--- config.mk ---
export PLATFORM = sky130hd
export DESIGN_NAME = blkfill_ctrl
export DESIGN_NICKNAME = d
export VERILOG_FILES = /design/src/rtl/blkfill_pkg.sv /design/src/rtl/blkfill_bank.sv /design/src/rtl/blkfill_seq.sv /design/src/rtl/blkfill_ctrl.sv
export SDC_FILE = /design/constraint.sdc
export NUM_CORES = 1
export LEC_CHECK = 0
export ABC_AREA = 1
export BUFFER_PORTS_ARGS = -buffer_cell sky130_fd_sc_hd__buf_2
export CAP_MARGIN = 20
export CORE_MARGIN = 1.5
export CORE_UTILIZATION = 40
export DETAILED_ROUTE_END_ITERATION = 6
export REMOVE_ABC_BUFFERS = 1
export SETUP_SLACK_MARGIN = 0.3
export SLEW_MARGIN = 30
export SYNTH_ARGS = -nofsm -noshare
export SYNTH_HDL_FRONTEND = slang
export SYNTH_SLANG_ARGS = --single-unit
--- constraint.sdc ---
create_clock -name clk -period 11.89 [get_ports clk]
set_clock_uncertainty 0.2 [all_clocks]
set_input_delay 2.378 -clock clk [delete_from_list [all_inputs] [get_ports clk]]
set_output_delay 2.378 -clock clk [all_outputs]
set_load 0.01 [all_outputs]
--- src/rtl/blkfill_pkg.sv ---
// Shared constants and the modelled memory content for the block fill
// controller. Assumes word addresses of at most 64 bits.
package blkfill_pkg;

    localparam int ORG_NARROW = 0;  // one word wide, serialized accesses
    localparam int ORG_DUAL   = 1;  // two words wide
    localparam int ORG_QUAD   = 2;  // four words wide
    localparam int ORG_INTLV  = 3;  // word-interleaved banks

    // Content of the modelled memory at a word address
    function automatic logic [63:0] word_pat(input logic [63:0] a);
        return (a * 64'd40503) ^ 64'h5A5A_C3C3_0F0F_9669;
    endfunction

endpackage

--- src/rtl/blkfill_bank.sv ---
// One memory bank: latches an address on start, counts out LAT access
// cycles, then captures BW consecutive words and holds them until the
// next start. Assumes LAT >= 1 and no start while an access is running.
module blkfill_bank #(
    parameter int WORD_W = 32,
    parameter int AW     = 16,
    parameter int BW     = 1,
    parameter int LAT    = 15
) (
    input  logic                 clk,
    input  logic                 rst_n,
    input  logic                 start,
    input  logic [AW-1:0]        addr,
    output logic                 fin,
    output logic [BW*WORD_W-1:0] data
);
    import blkfill_pkg::*;

    localparam int CW = $clog2(LAT + 1);

    logic [CW-1:0]        cnt;
    logic [AW-1:0]        addr_q;
    logic [BW*WORD_W-1:0] rd_words;

    // Model the array read for the latched address
    always_comb begin
        for (int k = 0; k < BW; k++) begin
            rd_words[k*WORD_W +: WORD_W] = WORD_W'(word_pat(64'(addr_q) + 64'(k)));
        end
    end

    // Access timer, address latch and output capture
    always_ff @(posedge clk) begin
        if (!rst_n) begin
            cnt    <= '0;
            addr_q <= '0;
            data   <= '0;
        end else if (start) begin
            cnt    <= CW'(LAT);
            addr_q <= addr;
        end else if (cnt != '0) begin
            cnt <= cnt - 1'b1;
            if (cnt == CW'(1)) begin
                data <= rd_words;
            end
        end
    end

    assign fin = (cnt == CW'(1));

    // The sequencer must never restart a bank in the middle of an access
    assert_no_restart_R9: assert property (@(posedge clk) disable iff (!rst_n)
        (cnt != '0) |-> !start);

    // An access finishes once, then the bank goes quiet
    assert_fin_single_R2: assert property (@(posedge clk) disable iff (!rst_n)
        fin |=> !fin);

endmodule

--- src/rtl/blkfill_seq.sv ---
// Fill sequencer: accepts a request, starts groups of bank accesses,
// steps through the transfer beats of each group and ends with a done
// cycle. Assumes all banks of a group finish in the same cycle.
module blkfill_seq #(
    parameter int AW   = 16,
    parameter int BLK  = 4,
    parameter int BW   = 1,
    parameter int NGRP = 4,
    parameter int BPG  = 1
) (
    input  logic                    clk,
    input  logic                    rst_n,
    input  logic                    req,
    input  logic [AW-1:0]           req_addr,
    input  logic                    all_fin,
    output logic                    ready,
    output logic                    start,
    output logic [AW-1:0]           st_addr,
    output logic                    xfer,
    output logic [$clog2(BLK)-1:0]  idx,
    output logic [(BPG > 1 ? $clog2(BPG) : 1)-1:0] beat,
    output logic                    done
);
    localparam int IDXW   = $clog2(BLK);
    localparam int GRP_W  = (NGRP > 1) ? $clog2(NGRP) : 1;
    localparam int BEAT_W = (BPG > 1) ? $clog2(BPG) : 1;

    typedef enum logic [1:0] {S_IDLE, S_WAIT, S_XFER, S_DONE} st_t;

    st_t             state;
    logic [GRP_W-1:0] grp;
    logic [AW-1:0]   base;
    logic            beat_last;
    logic            grp_last;
    logic [AW-1:0]   req_base;

    assign req_base  = req_addr & ~AW'(BLK - 1);
    assign beat_last = (beat == BEAT_W'(BPG - 1));
    assign grp_last  = (grp == GRP_W'(NGRP - 1));

    // Control outputs decoded from the state
    always_comb begin
        ready   = (state == S_IDLE);
        xfer    = (state == S_XFER);
        done    = (state == S_DONE);
        start   = (ready && req) || (xfer && beat_last && !grp_last);
        st_addr = ready ? req_base
                        : base + AW'((int'(grp) + 1) * BW);
        idx     = IDXW'(int'(grp) * BW + int'(beat));
    end

    // State, group and beat counters
    always_ff @(posedge clk) begin
        if (!rst_n) begin
            state <= S_IDLE;
            grp   <= '0;
            beat  <= '0;
            base  <= '0;
        end else begin
            case (state)
                S_IDLE: if (req) begin
                    base  <= req_base;
                    grp   <= '0;
                    state <= S_WAIT;
                end
                S_WAIT: if (all_fin) begin
                    beat  <= '0;
                    state <= S_XFER;
                end
                S_XFER: if (beat_last) begin
                    if (grp_last) begin
                        state <= S_DONE;
                    end else begin
                        grp   <= grp + 1'b1;
                        state <= S_WAIT;
                    end
                end else begin
                    beat <= beat + 1'b1;
                end
                default: state <= S_IDLE;
            endcase
        end
    end

    // Once accepted, a fill keeps the controller busy in the next cycle
    assert_accept_busy_R9: assert property (@(posedge clk) disable iff (!rst_n)
        (ready && req) |=> !ready);

endmodule

--- src/rtl/blkfill_ctrl.sv ---
// Block fill controller top. Picks the memory organization from ORG,
// builds the banks it needs and routes the current beat to the response
// bus. Assumes BLK_WORDS = 4 for the wide and interleaved layouts.
module blkfill_ctrl #(
    parameter int ORG       = blkfill_pkg::ORG_INTLV,
    parameter int WORD_W    = 32,
    parameter int AW        = 16,
    parameter int BLK_WORDS = 4,
    parameter int ACC_LAT   = 15,
    localparam int BW = (ORG == blkfill_pkg::ORG_DUAL) ? 2 :
                        (ORG == blkfill_pkg::ORG_QUAD) ? BLK_WORDS : 1,
    localparam int IDXW = $clog2(BLK_WORDS)
) (
    input  logic                 clk,
    input  logic                 rst_n,
    input  logic                 fill_req,
    input  logic [AW-1:0]        fill_addr,
    output logic                 fill_ready,
    output logic                 rsp_valid,
    output logic [IDXW-1:0]      rsp_idx,
    output logic [BW*WORD_W-1:0] rsp_data,
    output logic                 fill_done
);
    import blkfill_pkg::*;

    localparam bit INTLV  = (ORG == ORG_INTLV);
    localparam int NBANK  = INTLV ? BLK_WORDS : 1;
    localparam int NGRP   = INTLV ? 1 : BLK_WORDS / BW;
    localparam int BPG    = INTLV ? BLK_WORDS : 1;
    localparam int BEAT_W = (BPG > 1) ? $clog2(BPG) : 1;
    localparam int LAST_IDX = BLK_WORDS - BW;

    logic                 start;
    logic [AW-1:0]        st_addr;
    logic [BEAT_W-1:0]    beat;
    logic [NBANK-1:0]     fin;
    logic [BW*WORD_W-1:0] bank_data [NBANK];

    blkfill_seq #(
        .AW(AW), .BLK(BLK_WORDS), .BW(BW), .NGRP(NGRP), .BPG(BPG)
    ) u_seq (
        .clk(clk), .rst_n(rst_n),
        .req(fill_req), .req_addr(fill_addr), .all_fin(&fin),
        .ready(fill_ready), .start(start), .st_addr(st_addr),
        .xfer(rsp_valid), .idx(rsp_idx), .beat(beat), .done(fill_done)
    );

    // One bank per interleave way; bank i always holds word i of the line
    for (genvar i = 0; i < NBANK; i++) begin : g_bank
        blkfill_bank #(
            .WORD_W(WORD_W), .AW(AW), .BW(BW), .LAT(ACC_LAT)
        ) u_bank (
            .clk(clk), .rst_n(rst_n), .start(start),
            .addr(st_addr + AW'(i)), .fin(fin[i]), .data(bank_data[i])
        );
    end

    // Route the bank that owns the current beat to the response bus
    if (INTLV) begin : g_sel_intlv
        assign rsp_data = bank_data[beat];
    end else begin : g_sel_wide
        assign rsp_data = bank_data[0];
        logic unused_beat;
        assign unused_beat = ^beat;
    end

    // Expected next index, kept for the ordering check
    logic [IDXW:0] chk_next;
    always_ff @(posedge clk) begin
        if (!rst_n || fill_done) begin
            chk_next <= '0;
        end else if (rsp_valid) begin
            chk_next <= (IDXW+1)'(rsp_idx) + (IDXW+1)'(BW);
        end
    end

    assert_order_R7: assert property (@(posedge clk) disable iff (!rst_n)
        rsp_valid |-> (rsp_idx == chk_next[IDXW-1:0]));

    assert_busy_beat_R9: assert property (@(posedge clk) disable iff (!rst_n)
        (rsp_valid || fill_done) |-> !fill_ready);

    assert_done_follows_R10: assert property (@(posedge clk) disable iff (!rst_n)
        (rsp_valid && rsp_idx == IDXW'(LAST_IDX)) |=> fill_done);

    assert_done_pulse_R10: assert property (@(posedge clk) disable iff (!rst_n)
        fill_done |=> (!fill_done && fill_ready));

endmodule

==> flow_metrics.py, run 1 <==
metrics = {
    "status": {
        "status": "finished clean",
    },
    "final_layout": {
        "layout.nets": 4414,
        "drive_above_1_share_pct": 3.80,
        "final_cell_area_mm2": 0.0282,
        "syn2layout_area_growth_pct": 6.80,
        "antenna_cells": 0,
    },
    "sta": {
        "fin_crit_ps": 6450,
        "hold_viol_final": 0,
        "finalSetupTns_ps": 0,
        "rsz0062_at_grt": "no",
        "relSlewSlack_pct": 41.4,
        "maxSlewViolCount": 0,
        "max_freq_mhz": 155,
        "worst_pin_slew_ps": 878,
        "setup_viol": 0,
        "period_share_pct": 54.3,
    },
    "die": {
        "core_mm2": 0.0656,
        "die_h_um": 260,
        "io_pins": 56,
        "start_util_pct": 40.3,
        "rows": 94,
        "die_w_um": 260,
        "die_area_mm2": 0.0677,
    },
    "cts": {
        "cts_max_level": 4,
        "cts_setup_buffers": 0,
        "cts_buffers": 17,
        "hold_buffers": 0,
        "cts_sinks": 192,
        "path_clk_slew_ps": 80,
        "cts_buffer_depth": 2,
        "cts_resized": 0,
        "clkLatencyLatePin_ps": 470,
        "cts-root-buf": "clkbuf_16",
        "tritoncts": "built",
    },
    "global_routing": {
        "first_global_vias": 22749,
        "grt_pass1_wl_mm": 125,
        "grt_overflow": 0,
        "antenna_found_initial": 0,
        "grt_max_degree": 79,
        "groute.usage.overall_pct": 24.1,
    },
    "logic_synthesis": {
        "ys_seq_elements": 192,
        "synth_top_area_share_pct": 21.7,
        "postSynthAreaPerCell_um2": 7.08,
        "seq_area_frac_synth_pct": 14.5,
        "synth.largest_area_cell": "fa_1",
        "synth_edf_count": 0,
        "synthFlopType": "dfxtp_1",
        "synthTopCellsByCount": "942 x inv_1, 873 x nand2_1, 358 x ha_1, 286 x fa_1, 269 x nor2_1",
        "yosys-top-cells-area": "fa_1 22%, ha_1 17%, dfxtp_1 15%, inv_1 13%, nand2_1 12%",
        "synthArstFlopShare_pct": 0,
        "yosysWarningCount": 0,
        "synth_cells": 3733,
        "yosys.cell_types.count": 40,
        "syn-cell-area_mm2": 0.0264,
        "yosysMostFrequentCell": "inv_1",
    },
    "min_path": {
        "hold_class": "reg2reg",
    },
    "worst_setup_path": {
        "crit_fanout": 6,
        "cpPeakStageDelay_ps": 660,
        "required_ps": 12050,
        "slowest_stage": "dfxtp_1",
        "end_kind": "flop",
        "critical_path_buf_inv_count": 5,
        "arrival_ps": 6610,
        "crit_family": "adder cells",
        "start_kind": "flop",
        "criticalPathCategory": "reg2reg",
        "crit_chain": "inv_1 > ha_1 > fa_1 > inv_1 > fa_1 > fa_1 > fa_1 > inv_1 > fa_1 > inv_1 > ha_1 > nand2_1 > nor2_1 > nand2_1 > nor3_1 > nand2_1 > nand4_1 > nand3_1 > nand2_1 > inv_1",
    },
    "drt": {
        "routed_via_density": 4.82,
        "firstDrtPassIters": 5,
        "drtIter0Drc": 1409,
        "num_vias": 22330,
        "postRouteAntennaNets": 0,
        "drt-total-wl_mm": 78.4,
        "drc": 0,
        "wl_per_cell_um": 16.9,
    },
    "place": {
        "placement.cell_area_mm2": 0.0276,
        "io_buffers": 53,
        "dpl.hpwl_mm": 66.7,
        "place_congestion": 0.987,
    },
    "run": {
        "maxCapViolCount": 0,
    },
}
==> worst reg2reg max path, cell delays in order (launching register included) <==
cell and delay [ps]:
dfxtp_1 660, inv_1 390, ha_1 470, fa_1 530, inv_1 60, fa_1 640
fa_1 500, fa_1 550, inv_1 60, fa_1 550, inv_1 50, ha_1 420
nand2_1 180, nor2_1 400, nand2_1 140, nor3_1 160, nand2_1 90, nand4_1 90
nand3_1 100, nand2_1 90, inv_1 40
==> cells in the final DEF (no fill, tap or decap), types with 2 or more instances in the layout <==
master     Yosys  layout
a211oi_1       2       2
a21boi_0       2       2
a21o_1         3       3
a21oi_1      150     150
a31oi_1        8       8
and2_1         3       3
buf_2         22      52
buf_4          5      28
clkbuf_16      0      17
clkinv_4       0       2
clkinv_8       0       3
dfxtp_1      192     191
fa_1         286     286
ha_1         358     358
inv_1        942     940
inv_2          8       9
inv_6          0       5
inv_8          0       2
nand2_1      873     873
nand2_2        4       4
nand3_1      157     157
nand3b_1      13      13
nand4_1       22      22
nor2_1       269     269
nor2_2         9       8
nor2_4         2       3
nor3_1        11      11
o211ai_1       3       3
o21a_1        33      33
o21ai_0      177     177
o21ai_1        3       3
o21bai_1      33      33
o22ai_1       25      25
or2_2          4       4
xnor2_1       29      29
xor2_1        26      26
==> stage by stage <==
step	worst slack (ps)	utilization [%]	cells	hold WS [ps]
after floorplan	6570	-	3652	229
after global placement	5590	42.1	4596	239
after detailed placement	5470	42.1	4596	250
after CTS	5430	43.0	4628	260
after global routing	5150	43.0	4628	277
final	5440	43.0	4628	260
==> area by class of cell <==
class / count / area [µm²]
clock inverter: 14 / 170
tap: 864 / 1080
inverter: 950 / 3570
timing repair buffer: 80 / 470
clock buffer: 18 / 429
sequential: 192 / 3840
fill: 6957 / 37400
multi-input combinational: 2510 / 18700
==> per-layer routing <==
metal  share of wire (%)  routed length (µm)  GRT usage [%]
met5                   0                   0              0
met4                 3.4                2630           8.20
met3                 3.9                3080           2.74
met2                  48               37600           42.2
met1                  45               35100           30.7
==> cells by family (layout without fill, tap and decap cells) <==
family	count (synthesis)	in the layout	share of synthesized area, %
compound gates	441	441	9.25
simple gates	1369	1369	20.9
fa+ha+maj	644	644	38.6
flops	192	192	14.5
mux	1	1	0.0379
buf+inv	1031	1062	14.8
xor+xnor	55	55	1.82
==> state kept, by name, summed over array words and instances, names as in the netlist <==
name / count
u_seq.state: 2
g_bank.u_bank.addr_q: 31
g_bank.u_bank.data: 127
u_seq.beat: 2
u_seq.base: 14
g_bank.u_bank.cnt: 16
==> final timing paths <==
path	startpoint	endpoint	slack, ps	cells past startpoint
worst max-delay path	g_bank[2].u_bank.addr_q[14]	g_bank[2].u_bank.data[29]	5440	20
worst min-delay path	g_bank[2].u_bank.data[2]	g_bank[2].u_bank.data[2]	260	2
worst min register to register	g_bank[2].u_bank.data[2]	g_bank[2].u_bank.data[2]	260	2
worst max register to register	g_bank[2].u_bank.addr_q[14]	g_bank[2].u_bank.data[29]	5440	20
Power of run 1 is left out: the tool's default activity adds up to more than one toggle a clock period on the data nets, which glitch-free logic cannot reach.
==> run 2: changes to the inputs <==
==> constraint.sdc (replaced) <==
create_clock -name clk -period 6.55 [get_ports clk]
set_clock_uncertainty 0.2 [all_clocks]
set_input_delay 1.31 -clock clk [delete_from_list [all_inputs] [get_ports clk]]
set_output_delay 1.31 -clock clk [all_outputs]
set_load 0.01 [all_outputs]
==> run 2 against run 1 <==
Effect of this change: non-clock buffer count rose by 25; global-route usage is 0.65 points higher; first-iteration DRC count increased by 2.1%; critical path depth unchanged; fmax rose by 9.8%; utilization rose by 0.26 points; die area did not move; design area rose by 0.61%; final cell count grew 0.56%; largest cell class unchanged.
==> flow_metrics.py, run 2 (synthesized netlist as in run 1, its figures left out) <==
metrics = {
    "worst_setup_path": {
        "rr_endpoint": "g_bank[2].u_bank.data[27]",
        "rr_startpoint": "g_bank[2].u_bank.addr_q[10]",
        "critical_path_buf_inv_count": 6,
        "arrival_ps": 6060,
        "crit_fanout": 6,
        "start_kind": "flop",
        "end_kind": "flop",
        "crit_family": "adder cells",
        "slowest_stage": "fa_1",
        "criticalPathCategory": "reg2reg",
        "regToRegSetupSlack_ps": 680,
        "cpPeakStageDelay_ps": 620,
        "reg2reg_depth": 20,
        "crit_chain": "buf_4 > ha_1 > inv_1 > fa_1 > inv_1 > fa_1 > fa_1 > fa_1 > inv_1 > fa_1 > inv_1 > ha_1 > nand2_1 > nor2_1 > and2_1 > nand3_1 > nand4_1 > nand3_1 > nand2_1 > inv_1",
        "required_ps": 6740,
    },
    "die": {
        "die_h_um": 260,
        "die_w_um": 260,
        "start_util_pct": 40.3,
        "die_area_mm2": 0.0677,
        "io_pins": 56,
        "core_mm2": 0.0656,
        "rows": 94,
    },
    "global_routing": {
        "first_global_vias": 22679,
        "groute.usage.overall_pct": 24.8,
        "grt_pass1_wl_mm": 127,
        "antenna_found_initial": 1,
        "grt_overflow": 0,
        "grt_max_degree": 81,
    },
    "cts": {
        "cts_resized": 0,
        "cts_setup_buffers": 0,
        "clkLatencyLatePin_ps": 490,
        "cts-root-buf": "clkbuf_16",
        "cts_max_level": 4,
        "cts_buffers": 17,
        "hold_buffers": 0,
        "cts_buffer_depth": 2,
        "path_clk_slew_ps": 90,
        "cts_sinks": 192,
        "tritoncts": "built",
    },
    "final_layout": {
        "layout_commonest_cell": "inv_1",
        "top_regs": "g_bank.u_bank.data x127, g_bank.u_bank.addr_q x31, g_bank.u_bank.cnt x16",
        "drive_above_1_share_pct": 4.46,
        "largest_register_ffs": 127,
        "mostFrequentLayoutCells": "940 x inv_1, 873 x nand2_1, 358 x ha_1",
        "syn2layout_area_growth_pct": 7.46,
        "layout.nets": 4439,
        "top_register": "g_bank.u_bank.data",
        "n_fill_cell": 6849,
    },
    "place": {
        "dpl.hpwl_mm": 68.5,
        "place_congestion": 0.979,
        "io_buffers": 53,
    },
    "drt": {
        "routed_via_density": 4.85,
        "wl_per_cell_um": 17.3,
        "postRouteAntennaNets": 0,
        "firstDrtPassIters": 5,
        "num_vias": 22580,
        "drc": 0,
        "drt-total-wl_mm": 80.3,
        "drtIter0Drc": 1438,
    },
    "min_path": {
        "hold_class": "reg2reg",
        "hold_end": "g_bank[1].u_bank.data[1]",
        "whs_path_depth": 2,
        "worstHoldStart": "g_bank[1].u_bank.data[1]",
    },
    "run": {
        "maxCapViolCount": 0,
    },
    "status": {
        "status": "finished clean",
    },
    "sta": {
        "finalSetupTns_ps": 0,
        "period_share_pct": 89.7,
        "setup_viol": 0,
        "maxSlewViolCount": 0,
        "fin_crit_ps": 5870,
        "rsz0062_at_grt": "no",
        "relSlewSlack_pct": 40.7,
        "worst_pin_slew_ps": 889,
        "hold_viol_final": 0,
        "max_freq_mhz": 170,
    },
}
run 2: worst max-delay path by stage:
stage	to	start	cells past startpoint
final	g_bank[2].u_bank.data[27]	g_bank[2].u_bank.addr_q[10]	20
after global routing	g_bank[1].u_bank.data[29]	g_bank[2].u_bank.addr_q[4]	21
after CTS	g_bank[1].u_bank.data[29]	g_bank[2].u_bank.addr_q[4]	21
after detailed placement	g_bank[1].u_bank.data[29]	g_bank[2].u_bank.addr_q[4]	21
after global placement	g_bank[2].u_bank.data[27]	g_bank[2].u_bank.addr_q[10]	20
after floorplan	g_bank[2].u_bank.data[29]	g_bank[2].u_bank.addr_q[6]	20
run 2: tightest hold or removal path, cell delays in order, from the launching register on:
cell,delay (ps)
dfxtp_1,310
inv_1,60
a21oi_1,50
run 2: layout make-up:
class / instances / area [µm²] / area share [%]
Multi-Input combinational cell: 2510 / 18700 / 65.7
Sequential cell: 192 / 3840 / 13.5
Inverter: 950 / 3570 / 12.6
Tap cell: 864 / 1080 / 3.80
Timing Repair Buffer: 105 / 658 / 2.32
Clock buffer: 18 / 439 / 1.55
Clock inverter: 14 / 143 / 0.502
Antenna cell: 1 / 2.50 / 0.00881
run 2: metrics by stage:
step                instance area (µm²)  util, %  hold slack [ps]  setup WS, ps  instances
detailed placement                27800     42.4              244           755       4621
finish                            28400     43.3              259           675       4654
floorplan                         26100        -              229          1420       3652
global route                      28400     43.3              277           331       4653
CTS                               28400     43.3              257           716       4653
global placement                  27800     42.4              240           768       4621
run 2: per-layer routing:
layer | wire length [µm] | GRT usage, % | vias up
li1 | - | - | 11418
met1 | 35500 | 31.5 | 10609
met2 | 38400 | 42.8 | 459
met3 | 4170 | 3.93 | 94
met4 | 2170 | 7.63 | 0
met5 | 0 | 0 | -
Power of run 2 is left out for the same reason.
==> run 3: changes to the inputs <==
--- a/config.mk
+++ b/config.mk
@@ -6,10 +6,11 @@
 export NUM_CORES = 1
 export LEC_CHECK = 0
 export ABC_AREA = 1
+export ABC_CLOCK_PERIOD_IN_PS = 6550
 export BUFFER_PORTS_ARGS = -buffer_cell sky130_fd_sc_hd__buf_2
 export CAP_MARGIN = 20
-export CORE_MARGIN = 1.5
-export CORE_UTILIZATION = 40
+export CORE_MARGIN = 5
+export CORE_UTILIZATION = 25
 export DETAILED_ROUTE_END_ITERATION = 6
 export REMOVE_ABC_BUFFERS = 1
 export SETUP_SLACK_MARGIN = 0.3
==> run 3 against run 2 <==
Effect of this change: sequential share of layout area shrank 0.32 points; critical path depth down 1; first-iteration DRC count increased by 22%; worst setup slack got worse by 49 ps; worst hold slack got worse by 2.1 ps; fmax shrank 0.83%; die area increased by 66%; routed wire length is 4.3% higher; critical endpoint is now g_bank[0].u_bank.data[13]; largest cell class unchanged.
==> flow_metrics.py, run 3 (synthesized netlist as in run 1, its figures left out) <==
metrics = {
    "die": {
        "die_area_mm2": 0.112,
        "rows": 119,
        "die_w_um": 335,
        "die_h_um": 335,
        "core_mm2": 0.105,
        "start_util_pct": 25.2,
        "io_pins": 56,
    },
    "sta": {
        "finalSetupTns_ps": 0,
        "max_freq_mhz": 169,
        "fin_crit_ps": 5920,
        "setup_viol": 0,
        "rsz0062_at_grt": "no",
        "maxSlewViolCount": 0,
        "hold_viol_final": 0,
        "worst_pin_slew_ps": 978,
        "period_share_pct": 90.4,
        "relSlewSlack_pct": 34.8,
    },
    "final_layout": {
        "layout_commonest_cell": "inv_1",
        "final_cell_area_mm2": 0.0291,
        "top_regs": "g_bank.u_bank.data x127, g_bank.u_bank.addr_q x31, g_bank.u_bank.cnt x16",
        "largest_register_ffs": 127,
        "antenna_cells": 0,
        "syn2layout_area_growth_pct": 10.1,
        "utilization_pct": 27.7,
        "layout.nets": 4440,
        "mostFrequentLayoutCells": "940 x inv_1, 873 x nand2_1, 358 x ha_1",
        "top_register": "g_bank.u_bank.data",
        "n_fill_cell": 11742,
        "drive_above_1_share_pct": 4.46,
    },
    "cts": {
        "path_clk_slew_ps": 100,
        "tritoncts": "built",
        "cts_buffers": 17,
        "cts_setup_buffers": 0,
        "cts_max_level": 4,
        "cts_resized": 0,
        "cts-root-buf": "clkbuf_16",
        "cts_buffer_depth": 2,
        "hold_buffers": 0,
        "cts_sinks": 192,
        "clkLatencyLatePin_ps": 490,
    },
    "min_path": {
        "worstHoldStart": "g_bank[1].u_bank.data[1]",
        "whs_path_depth": 2,
        "hold_class": "reg2reg",
        "hold_end": "g_bank[1].u_bank.data[1]",
    },
    "run": {
        "maxCapViolCount": 0,
    },
    "global_routing": {
        "grt_pass1_wl_mm": 131,
        "groute.usage.overall_pct": 15.1,
        "antenna_found_initial": 2,
        "grt_max_degree": 68,
        "first_global_vias": 22594,
        "grt_overflow": 0,
    },
    "worst_setup_path": {
        "rr_endpoint": "g_bank[0].u_bank.data[13]",
        "crit_fanout": 7,
        "start_kind": "flop",
        "regToRegSetupSlack_ps": 630,
        "reg2reg_depth": 19,
        "required_ps": 6770,
        "criticalPathCategory": "reg2reg",
        "end_kind": "flop",
        "arrival_ps": 6140,
        "rr_startpoint": "g_bank[2].u_bank.addr_q[4]",
    },
    "drt": {
        "routed_via_density": 4.42,
        "num_vias": 22882,
        "drt-total-wl_mm": 83.7,
        "postRouteAntennaNets": 0,
        "firstDrtPassIters": 5,
        "wl_per_cell_um": 16.2,
        "drc": 0,
        "drtIter0Drc": 1749,
    },
    "place": {
        "io_buffers": 53,
        "dpl.hpwl_mm": 71.9,
        "place_congestion": 0.952,
        "placement.cell_area_mm2": 0.0285,
    },
    "status": {
        "status": "finished clean",
    },
}
-- run 3: stage by stage --
stage               cells  setup slack (ps)  hold slack, ps
finish               5180               626             257
global route         5180               402             281
CTS                  5180               724             264
detailed placement   5149               772             249
global placement     5149               812             242
floorplan            3652              1420             229
-- run 3: layout make-up --
class,count,area [µm²],share of cell area (%)
clock inverters,14,188,0.645
flip-flops and latches,192,3840,13.2
well taps,1391,1740,5.98
repair buffers,106,666,2.29
multi-input cells,2510,18700,64.2
clock buffers,17,425,1.46
inverters,950,3570,12.2
-- run 3: metal layers --
| metal | global-route usage, % | up-vias | wire (µm) |
|---|---|---|---|
| li1 | - | 11403 | - |
| met1 | 21.0 | 10830 | 39100 |
| met2 | 24.9 | 581 | 38100 |
| met3 | 2.38 | 68 | 5220 |
| met4 | 2.96 | 0 | 1330 |
| met5 | 0 | - | 0 |
-- run 3: worst max path at each step --
stage	from	endpoint	slack, ps
floorplan	g_bank[2].u_bank.addr_q[6]	g_bank[2].u_bank.data[29]	1420
global placement	g_bank[2].u_bank.addr_q[4]	g_bank[0].u_bank.data[13]	810
detailed placement	g_bank[2].u_bank.addr_q[4]	g_bank[2].u_bank.data[29]	770
CTS	g_bank[2].u_bank.addr_q[4]	g_bank[0].u_bank.data[13]	720
global route	g_bank[2].u_bank.addr_q[4]	g_bank[2].u_bank.data[30]	400
finish	g_bank[2].u_bank.addr_q[4]	g_bank[0].u_bank.data[13]	630
-- run 3: worst max-delay path, stage by stage (launching register included) --
cell      delay [ps]
dfxtp_1          630
buf_4            270
ha_1             340
inv_1            110
fa_1             540
inv_1             40
ha_1             190
fa_1             500
inv_1            100
fa_1             550
inv_1             50
fa_1             490
ha_1             390
nand2_1          110
nor2_1           310
nand3_1          120
nand3_1          250
xor2_1           480
o21bai_1         110
inv_1             60
Power of run 3 is left out for the same reason.
